==> config.mk <==
export PLATFORM = sky130hd
export DESIGN_NAME = qbd_port_ctrl
export DESIGN_NICKNAME = d
export VERILOG_FILES = /design/src/rtl/qbd_port_pkg.sv /design/src/rtl/port_rst_sync.sv /design/src/rtl/port_pin_sync.sv /design/src/rtl/port_bit_ctrl.sv /design/src/rtl/port_readback.sv /design/src/rtl/qbd_port_ctrl.sv
export SDC_FILE = /design/constraint.sdc
export NUM_CORES = 1
export LEC_CHECK = 0
export BUFFER_PORTS_ARGS = -buffer_cell sky130_fd_sc_hd__buf_2
export CORE_ASPECT_RATIO = 2
export CORE_MARGIN = 4
export CORE_UTILIZATION = 30
export CTS_CLUSTER_DIAMETER = 200
export DETAILED_ROUTE_END_ITERATION = 10
export GPL_ROUTABILITY_DRIVEN = 0
export RECOVER_POWER = 100
export SYNTH_ARGS = -nofsm -noshare
export SYNTH_HDL_FRONTEND = slang
export SYNTH_SLANG_ARGS = --single-unit
==> constraint.sdc <==
create_clock -name clk -period 1.5 [get_ports clk]
set_clock_uncertainty 0.05 [all_clocks]
set_input_delay 0.225 -clock clk [delete_from_list [all_inputs] [get_ports clk]]
set_output_delay 0.225 -clock clk [all_outputs]
set_load 0.005 [all_outputs]
==> src/rtl/qbd_port_pkg.sv <==
package qbd_port_pkg;

  // Source selected for the read-back bus.
  typedef enum logic [1:0] {
    RD_NONE  = 2'd0,
    RD_PIN   = 2'd1,
    RD_LATCH = 2'd2
  } rd_src_e;

  // Per-pin driver request.
  typedef struct packed {
    logic pull_dn;
    logic strong_up;
    logic weak_up;
  } pin_drive_t;

endpackage

==> src/rtl/port_rst_sync.sv <==
module port_rst_sync #(
  parameter int STAGES = 2
) (
  input  logic clk,
  input  logic rst_n,
  output logic rst_sync_n
);

  logic [STAGES-1:0] chain_q;
  logic [STAGES-1:0] chain_d;

  always_comb begin
    chain_d = {chain_q[STAGES-2:0], 1'b1};
  end

  always_ff @(posedge clk or negedge rst_n) begin
    if (!rst_n) begin
      chain_q <= '0;
    end else begin
      chain_q <= chain_d;
    end
  end

  assign rst_sync_n = chain_q[STAGES-1];

endmodule

==> src/rtl/port_pin_sync.sv <==
module port_pin_sync #(
  parameter int WIDTH  = 8,
  parameter int STAGES = 2
) (
  input  logic             clk,
  input  logic             rst_n,
  input  logic [WIDTH-1:0] pin_async,
  output logic [WIDTH-1:0] pin_sync
);

  logic [WIDTH-1:0] stage_q [STAGES];
  logic [WIDTH-1:0] stage_d [STAGES];

  always_comb begin
    stage_d[0] = pin_async;
    for (int s = 1; s < STAGES; s++) begin
      stage_d[s] = stage_q[s-1];
    end
  end

  generate
    for (genvar g = 0; g < STAGES; g++) begin : g_stage
      always_ff @(posedge clk or negedge rst_n) begin
        if (!rst_n) begin
          stage_q[g] <= '1;
        end else begin
          stage_q[g] <= stage_d[g];
        end
      end
    end
  endgenerate

  assign pin_sync = stage_q[STAGES-1];

endmodule

==> src/rtl/port_bit_ctrl.sv <==
module port_bit_ctrl
  import qbd_port_pkg::*;
#(
  parameter int BOOST_CYCLES = 2,
  localparam int CNT_W = $clog2(BOOST_CYCLES + 1)
) (
  input  logic       clk,
  input  logic       rst_n,
  input  logic       od_mode,
  input  logic       wr_en,
  input  logic       wr_bit,
  output logic       latch_q,
  output pin_drive_t drive
);

  localparam logic [CNT_W-1:0] BOOST_LOAD = CNT_W'(BOOST_CYCLES);

  logic             latch_d;
  logic             latch_ce;
  logic [CNT_W-1:0] boost_q;
  logic [CNT_W-1:0] boost_d;
  logic             rise;
  logic             boost_on;

  // Latch next state: loaded only by a write.
  always_comb begin
    latch_ce = wr_en;
    latch_d  = wr_bit;
  end

  // Boost counter next state.
  always_comb begin
    rise    = wr_en & wr_bit & ~latch_q;
    boost_d = boost_q;
    if (od_mode) begin
      boost_d = '0;
    end else if (wr_en && !wr_bit) begin
      boost_d = '0;
    end else if (rise) begin
      boost_d = BOOST_LOAD;
    end else if (boost_q != '0) begin
      boost_d = boost_q - 1'b1;
    end
  end

  always_ff @(posedge clk or negedge rst_n) begin
    if (!rst_n) begin
      latch_q <= 1'b1;
    end else if (latch_ce) begin
      latch_q <= latch_d;
    end
  end

  always_ff @(posedge clk or negedge rst_n) begin
    if (!rst_n) begin
      boost_q <= '0;
    end else begin
      boost_q <= boost_d;
    end
  end

  always_comb begin
    boost_on        = (boost_q != '0) & ~od_mode & latch_q;
    drive.pull_dn   = ~latch_q;
    drive.strong_up = boost_on;
    drive.weak_up   = latch_q & ~od_mode & ~boost_on;
  end

endmodule

==> src/rtl/port_readback.sv <==
module port_readback
  import qbd_port_pkg::*;
#(
  parameter int WIDTH = 8
) (
  input  logic             rd_latch_en,
  input  logic             rd_pin_en,
  input  logic [WIDTH-1:0] latch_val,
  input  logic [WIDTH-1:0] pin_val,
  output logic [WIDTH-1:0] rd_data
);

  rd_src_e src;

  always_comb begin
    if (rd_latch_en) begin
      src = RD_LATCH;
    end else if (rd_pin_en) begin
      src = RD_PIN;
    end else begin
      src = RD_NONE;
    end
  end

  always_comb begin
    unique case (src)
      RD_LATCH: rd_data = latch_val;
      RD_PIN:   rd_data = pin_val;
      default:  rd_data = '0;
    endcase
  end

endmodule

==> src/rtl/qbd_port_ctrl.sv <==
module qbd_port_ctrl
  import qbd_port_pkg::*;
#(
  parameter int WIDTH        = 8,
  parameter int BOOST_CYCLES = 2,
  parameter int SYNC_STAGES  = 2,
  parameter int RST_STAGES   = 2
) (
  input  logic             clk,
  input  logic             rst_n,
  input  logic             od_mode,
  input  logic             wr_en,
  input  logic [WIDTH-1:0] wr_data,
  input  logic             rd_latch_en,
  input  logic             rd_pin_en,
  input  logic [WIDTH-1:0] pin_in,
  output logic [WIDTH-1:0] pull_dn_en,
  output logic [WIDTH-1:0] strong_up_en,
  output logic [WIDTH-1:0] weak_up_en,
  output logic [WIDTH-1:0] rd_data
);

  logic             rst_int_n;
  logic [WIDTH-1:0] latch_vec;
  logic [WIDTH-1:0] pin_synced;
  pin_drive_t       drive_vec [WIDTH];

  port_rst_sync #(.STAGES(RST_STAGES)) u_rst_sync (
    .clk        (clk),
    .rst_n      (rst_n),
    .rst_sync_n (rst_int_n)
  );

  port_pin_sync #(.WIDTH(WIDTH), .STAGES(SYNC_STAGES)) u_pin_sync (
    .clk       (clk),
    .rst_n     (rst_int_n),
    .pin_async (pin_in),
    .pin_sync  (pin_synced)
  );

  generate
    for (genvar i = 0; i < WIDTH; i++) begin : g_bit
      port_bit_ctrl #(.BOOST_CYCLES(BOOST_CYCLES)) u_bit (
        .clk     (clk),
        .rst_n   (rst_int_n),
        .od_mode (od_mode),
        .wr_en   (wr_en),
        .wr_bit  (wr_data[i]),
        .latch_q (latch_vec[i]),
        .drive   (drive_vec[i])
      );
      assign pull_dn_en[i]   = drive_vec[i].pull_dn;
      assign strong_up_en[i] = drive_vec[i].strong_up;
      assign weak_up_en[i]   = drive_vec[i].weak_up;
    end
  endgenerate

  port_readback #(.WIDTH(WIDTH)) u_readback (
    .rd_latch_en (rd_latch_en),
    .rd_pin_en   (rd_pin_en),
    .latch_val   (latch_vec),
    .pin_val     (pin_synced),
    .rd_data     (rd_data)
  );

endmodule

# --- Word-level counts from Yosys, hierarchy flattened ---
# Index checks and enable logic that the tools add are counted.
word_totals:
  wordCells: 161
  out_inout_bits: 32
  in_bits: 22
  register_bits: 42
op_classes:
  n_reduce_logical: 32
  addsub: 8
  n_eq_ne: 2
  n_mux: 35
  bitwise_logic: 65
ops:
  columns: ["cell", "count"]
  rows:
  - ["$mux W2", 33]
  - ["$and A1 B1 Y1", 48]
  - ["$reduce_bool A4 Y1", 8]
  - ["$not A1 Y1", 17]
  - ["$pmux W8 S2", 1]
  - ["$reduce_bool A2 Y1", 8]
  - ["$sub A2 B1 Y2 const B", 8]
  - ["$logic_and A1 B1 Y1", 8]
  - ["$logic_not A1 Y1", 8]
  - ["$eq A2 B1 Y1 const B", 1]
  - ["$eq A2 B2 Y1 const B", 1]
  - ["$mux W1", 1]

# --- Depth between registers and ports, before layout ---
depth:
  word_depth: 5
  depth_mapped: 4
  mapped_depth_nobuf: 4

# --- By module ---
# A second synthesis with hierarchy kept.
unflattened:
  hier_cells: 192
  hier_area_um2: 2085.8
modules_own_cells:
  columns: ["module", "area_per_inst_um2", "n_inst", "seq_area_each_um2", "cells_each"]
  rows:
  - ["port_bit_ctrl", 187.7, 8, 76.3, 20]
  - ["port_pin_sync", 420.4, 1, 420.4, 16]
  - ["port_readback", 110.1, 1, 0.0, 13]
  - ["port_rst_sync", 53.8, 1, 50.0, 3]

# --- Least setup slack after synthesis ---
# No wires, ideal clock.
synth_timing:
  path_kind: "register to register"
  start: "reg g_bit[0].u_bit.boost_q[0]"
  end: "reg g_bit[0].u_bit.boost_q[1]"
  stages_incl_launch_ff: 5
  setup_slack_ns: 0.294
  path_buffers: 0
  t_arrival_ns: 1.061
  required_ns: 1.354
  period_less_slack_ns: 1.206
  path_cell_list: "dfrtp_1 -> inv_1 -> ha_1 -> or2_1 -> a311oi_2"
synth_via:
  elab_chain_cells: 5
  word_cells_on_any_way: 7
  classes_between: "add/sub: 1; mux: 4; reduce/logical: 2"
synth_rtl:
  columns: ["element", "line_no", "source"]
  rows:
  - ["from (decl)", "port_bit_ctrl.sv:20", "logic [CNT_W-1:0] boost_q;"]
  - ["from (signal assigned)", "port_bit_ctrl.sv:58", "boost_q <= boost_d;"]
  - ["$sub A2 B1 Y2", "port_bit_ctrl.sv:42", "boost_d = boost_q - 1'b1;"]
  - ["$mux W2", "port_bit_ctrl.sv:41", "end else if (boost_q != '0) begin"]
  - ["$mux W2", "port_bit_ctrl.sv:39", "end else if (rise) begin"]
  - ["$mux W2", "port_bit_ctrl.sv:37", "end else if (wr_en && !wr_bit) begin"]
  - ["$mux W2", "port_bit_ctrl.sv:35", "if (od_mode) begin"]
# Several ways; a longest one is shown, not always the timed one. The select of a mux whose other input is x is not followed.
# A chain may end at the register's enable or synchronous reset.

# --- Worst setup path in the final report ---
layout_timing:
  start: "reg g_bit[0].u_bit.latch_q"
  end: "out rd_data[0]"
layout_via:
  elab_chain_cells: 1
layout_rtl:
  columns: ["element", "line_no", "source"]
  rows:
  - ["from (decl)", "port_bit_ctrl.sv:12", "output logic latch_q,"]
  - ["from (signal assigned)", "port_bit_ctrl.sv:50", "latch_q <= latch_d;"]
  - ["$pmux W8 S2", "port_readback.sv:26", "unique case (src)"]
  - ["to (decl)", "qbd_port_ctrl.sv:20", "output logic [WIDTH-1:0] rd_data"]
# No other way between the ends.

==> reports/results.tsv <==
metric	value	unit
final.period_utilization	98.11	%
die_h	128.5	µm
grt_pass1_wl	7859	µm
arrival	1.20	ns
hold_class	in2reg	
drv_cap	0	
netlist.area_leader.share	28.93	%
viasPerCell	4.448	
die_area	8775	µm²
ys_ff_latch	42	
antenna_left	0	
crit_start	g_bit[0].u_bit.latch_q$_DFFE_PN1P_	
overflow	0	
synthesis.area	2180	µm²
die_x	68.27	µm
r2r_slack	0.14	ns
worst_pin_slew	0.9941	ns
syn-num-nets	227	
maxSlewViolCount	0	
clk_latency	0.28	ns
regArea	1082	µm²
async_reset_ff_share	100.0	%
synth_top_area_cell	dfstp_2	
dp_hpwl	3251	µm
reg2reg_from	g_bit[0].u_bit.boost_q[0]$_DFFE_PN0P_	
cp_cell_sequence	buf_4 > a22o_1 > buf_2	
drtPass1Iterations	4	
ys_seq_area_share	49.60	%
critPathKind	reg2out	
rsz0062_at_grt	yes	
nets	305	
boundaryPins	54	
core-area	6994	µm²
critPathSlowestCell	dfstp_2	
clockBufferDepth	2	
cts.sinks	42	
worstSetupEndpoint	rd_data[0]	
dpl.cell_count	327	
nFillCells	694	
start_util	31.16	%
worstPathMaxFanout	3	
synth_edf_count	0	
synth_common_cells	dfstp_2 (24), inv_1 (24), nand2_1 (24)	
fmax	679.5	MHz
p_leak	1.365	nW
synthCells	197	
cp_data_required_time	1.22	ns
drive_gt1_share	62.32	%
clockRootBuffer	clkbuf_16	
dr.first_iter.drc_count	34	
power_density	1125	nW/µm²
fin_cells	366	
grt_pass1_vias	1628	
final_design_area_no_fill	3069	µm²
crit_path_start_kind	register	
postSynthAreaPerCell	11.06	µm²
pre_cts_ws	-0.04709	ns
holdPathStages	3	
placed_cell_area	2479	µm²
antennaDiodeCount	0	
vias	1628	
worstSetupEndpointType	primary output	
finalHoldViolCount	0	
layout_setup_ws	0.02831	ns
antenna_found_initial	0	
htreeDepth	2	
cts_tree	done	
finalSetupViolCount	0	
yosys_warnings	0	
synthTopCellsByArea	dfstp_2 (29%), dfrtp_1 (21%), a311oi_2 (5.5%)	
numPortBuffers	53	
track_usage	11.75	%
std_cell_rows	43	
wl_per_cell	13.21	µm
synthFlopType	dfstp_2	
whs	0.1559	ns
postRouteWirelength	4836	µm
clk_pin_slew	0.06	ns
grt_max_degree	41	
max_slew_margin	33.73	%
peakVddDrop	0.0009409	V
r2r_end	g_bit[0].u_bit.boost_q[1]$_DFFE_PN0P_	
area_delta_synth_final	40.82	%
drc_errors	0	
cpPeakStageDelay	0.55	ns
yosysUniqueCellTypes	21	
period_minus_slack	1.472	ns
reg2reg_depth	5	
status	finished, final reports clean	
cts_buffers	5	
multiInputGateArea	1051	µm²
==> routing by layer <==
layer	routed length, µm	track usage (%)
met4	69	4.572
met2	2624	19.97
met5	0	0
met1	1922	14.01
met3	219	2.533
==> cells by family (layout without fill, tap and decap cells) <==
family	after synthesis	after routing	share of synthesized area (%)
DFF	42	42	49.60
other	1	1	0.1721
and+or+nand+nor	65	65	18.77
adders and majority gates	8	8	4.593
buffers and inverters	41	120	10.33
AOI/OAI and AO/OA	32	32	13.32
xor gates and xnor gates	8	8	3.215
==> critical path: cells and delay by family, from the launching register on <==
kind / cells / cell delay, ns
flops: 1 / 0.55
compound gates: 1 / 0.13
buf+inv: 2 / 0.23
==> flip-flops by register name, summed over array words and instances (netlist names) <==
| name | count |
|---|---|
| g_bit.u_bit.boost_q | 16 |
| g_bit.u_bit.latch_q | 8 |
| u_pin_sync.pin_sync | 8 |
| u_pin_sync.stage_d | 8 |
| u_rst_sync.chain_q | 2 |
==> final cells by class <==
| type | instances | area share (%) |
|---|---|---|
| clock inverters | 2 | 1.223 |
| multi-input cells | 114 | 34.24 |
| clock buffers | 6 | 4.199 |
| flip-flops and latches | 42 | 35.26 |
| inverters | 24 | 2.935 |
| well taps | 90 | 3.669 |
| repair buffers | 88 | 18.47 |
==> repair_timing <==
item	4_1_cts	5_1_grt
endpoints found under the setup margin	23	18
buffers inserted	11	11
gates cloned	0	0
hold buffers	9	0
resized for setup	34	22
hold endpoints to repair	10	0
pin swaps	7	11
==> cell usage in the layout, fill, tap and decap left out, drive strengths merged <==
| cell | n |
|---|---|
| dlygate4sd3 | 9 |
| conb | 1 |
| dfrtp | 18 |
| or2 | 8 |
| nor3b | 8 |
| nand2b | 6 |
| inv | 24 |
| dfstp | 24 |
| a311oi | 8 |
| o21ai | 8 |
| buf | 77 |
| clkinvlp | 1 |
| or2b | 2 |
| nand2 | 24 |
| bufinv | 1 |
| nor3 | 8 |
| a22o | 8 |
| clkbuf | 8 |
| a211oi | 8 |
| nor2b | 9 |
| ha | 8 |
| xor2 | 8 |
==> report_power, final <==
group / switching [mW] / internal, mW / leakage, nW
Clock: 0.426 / 0.785 / 0.0771
Sequential: 0.0656 / 1.27 / 0.488
Combinational: 0.418 / 0.493 / 0.799
==> worst min-delay path by stage <==
stage               startpoint                                  to  slack, ns
floorplan                rst_n     u_rst_sync.chain_q[0]$_DFF_PN0_      -0.12
global placement         rst_n     u_rst_sync.chain_q[0]$_DFF_PN0_      -0.04
detailed placement       rst_n     u_rst_sync.chain_q[0]$_DFF_PN0_      -0.04
CTS                 wr_data[5]  g_bit[5].u_bit.latch_q$_DFFE_PN1P_       0.15
global route        wr_data[5]  g_bit[5].u_bit.latch_q$_DFFE_PN1P_       0.16
finish              wr_data[5]  g_bit[5].u_bit.latch_q$_DFFE_PN1P_       0.16
==> per-stage QoR <==
| stage | setup TNS [ns] | total power, mW | util (%) |
|---|---|---|---|
| after global routing | -0.2030 | 3.648 | 43.88 |
| after detailed placement | -0.2630 | 1.991 | 35.44 |
| after global placement | -0.01578 | 1.970 | 35.44 |
| after floorplan | 0 | 1.794 | - |
| after CTS | -0.002507 | 3.398 | 42.18 |
| final | 0 | 3.454 | 43.88 |
Power figures use the tool's default switching activity.
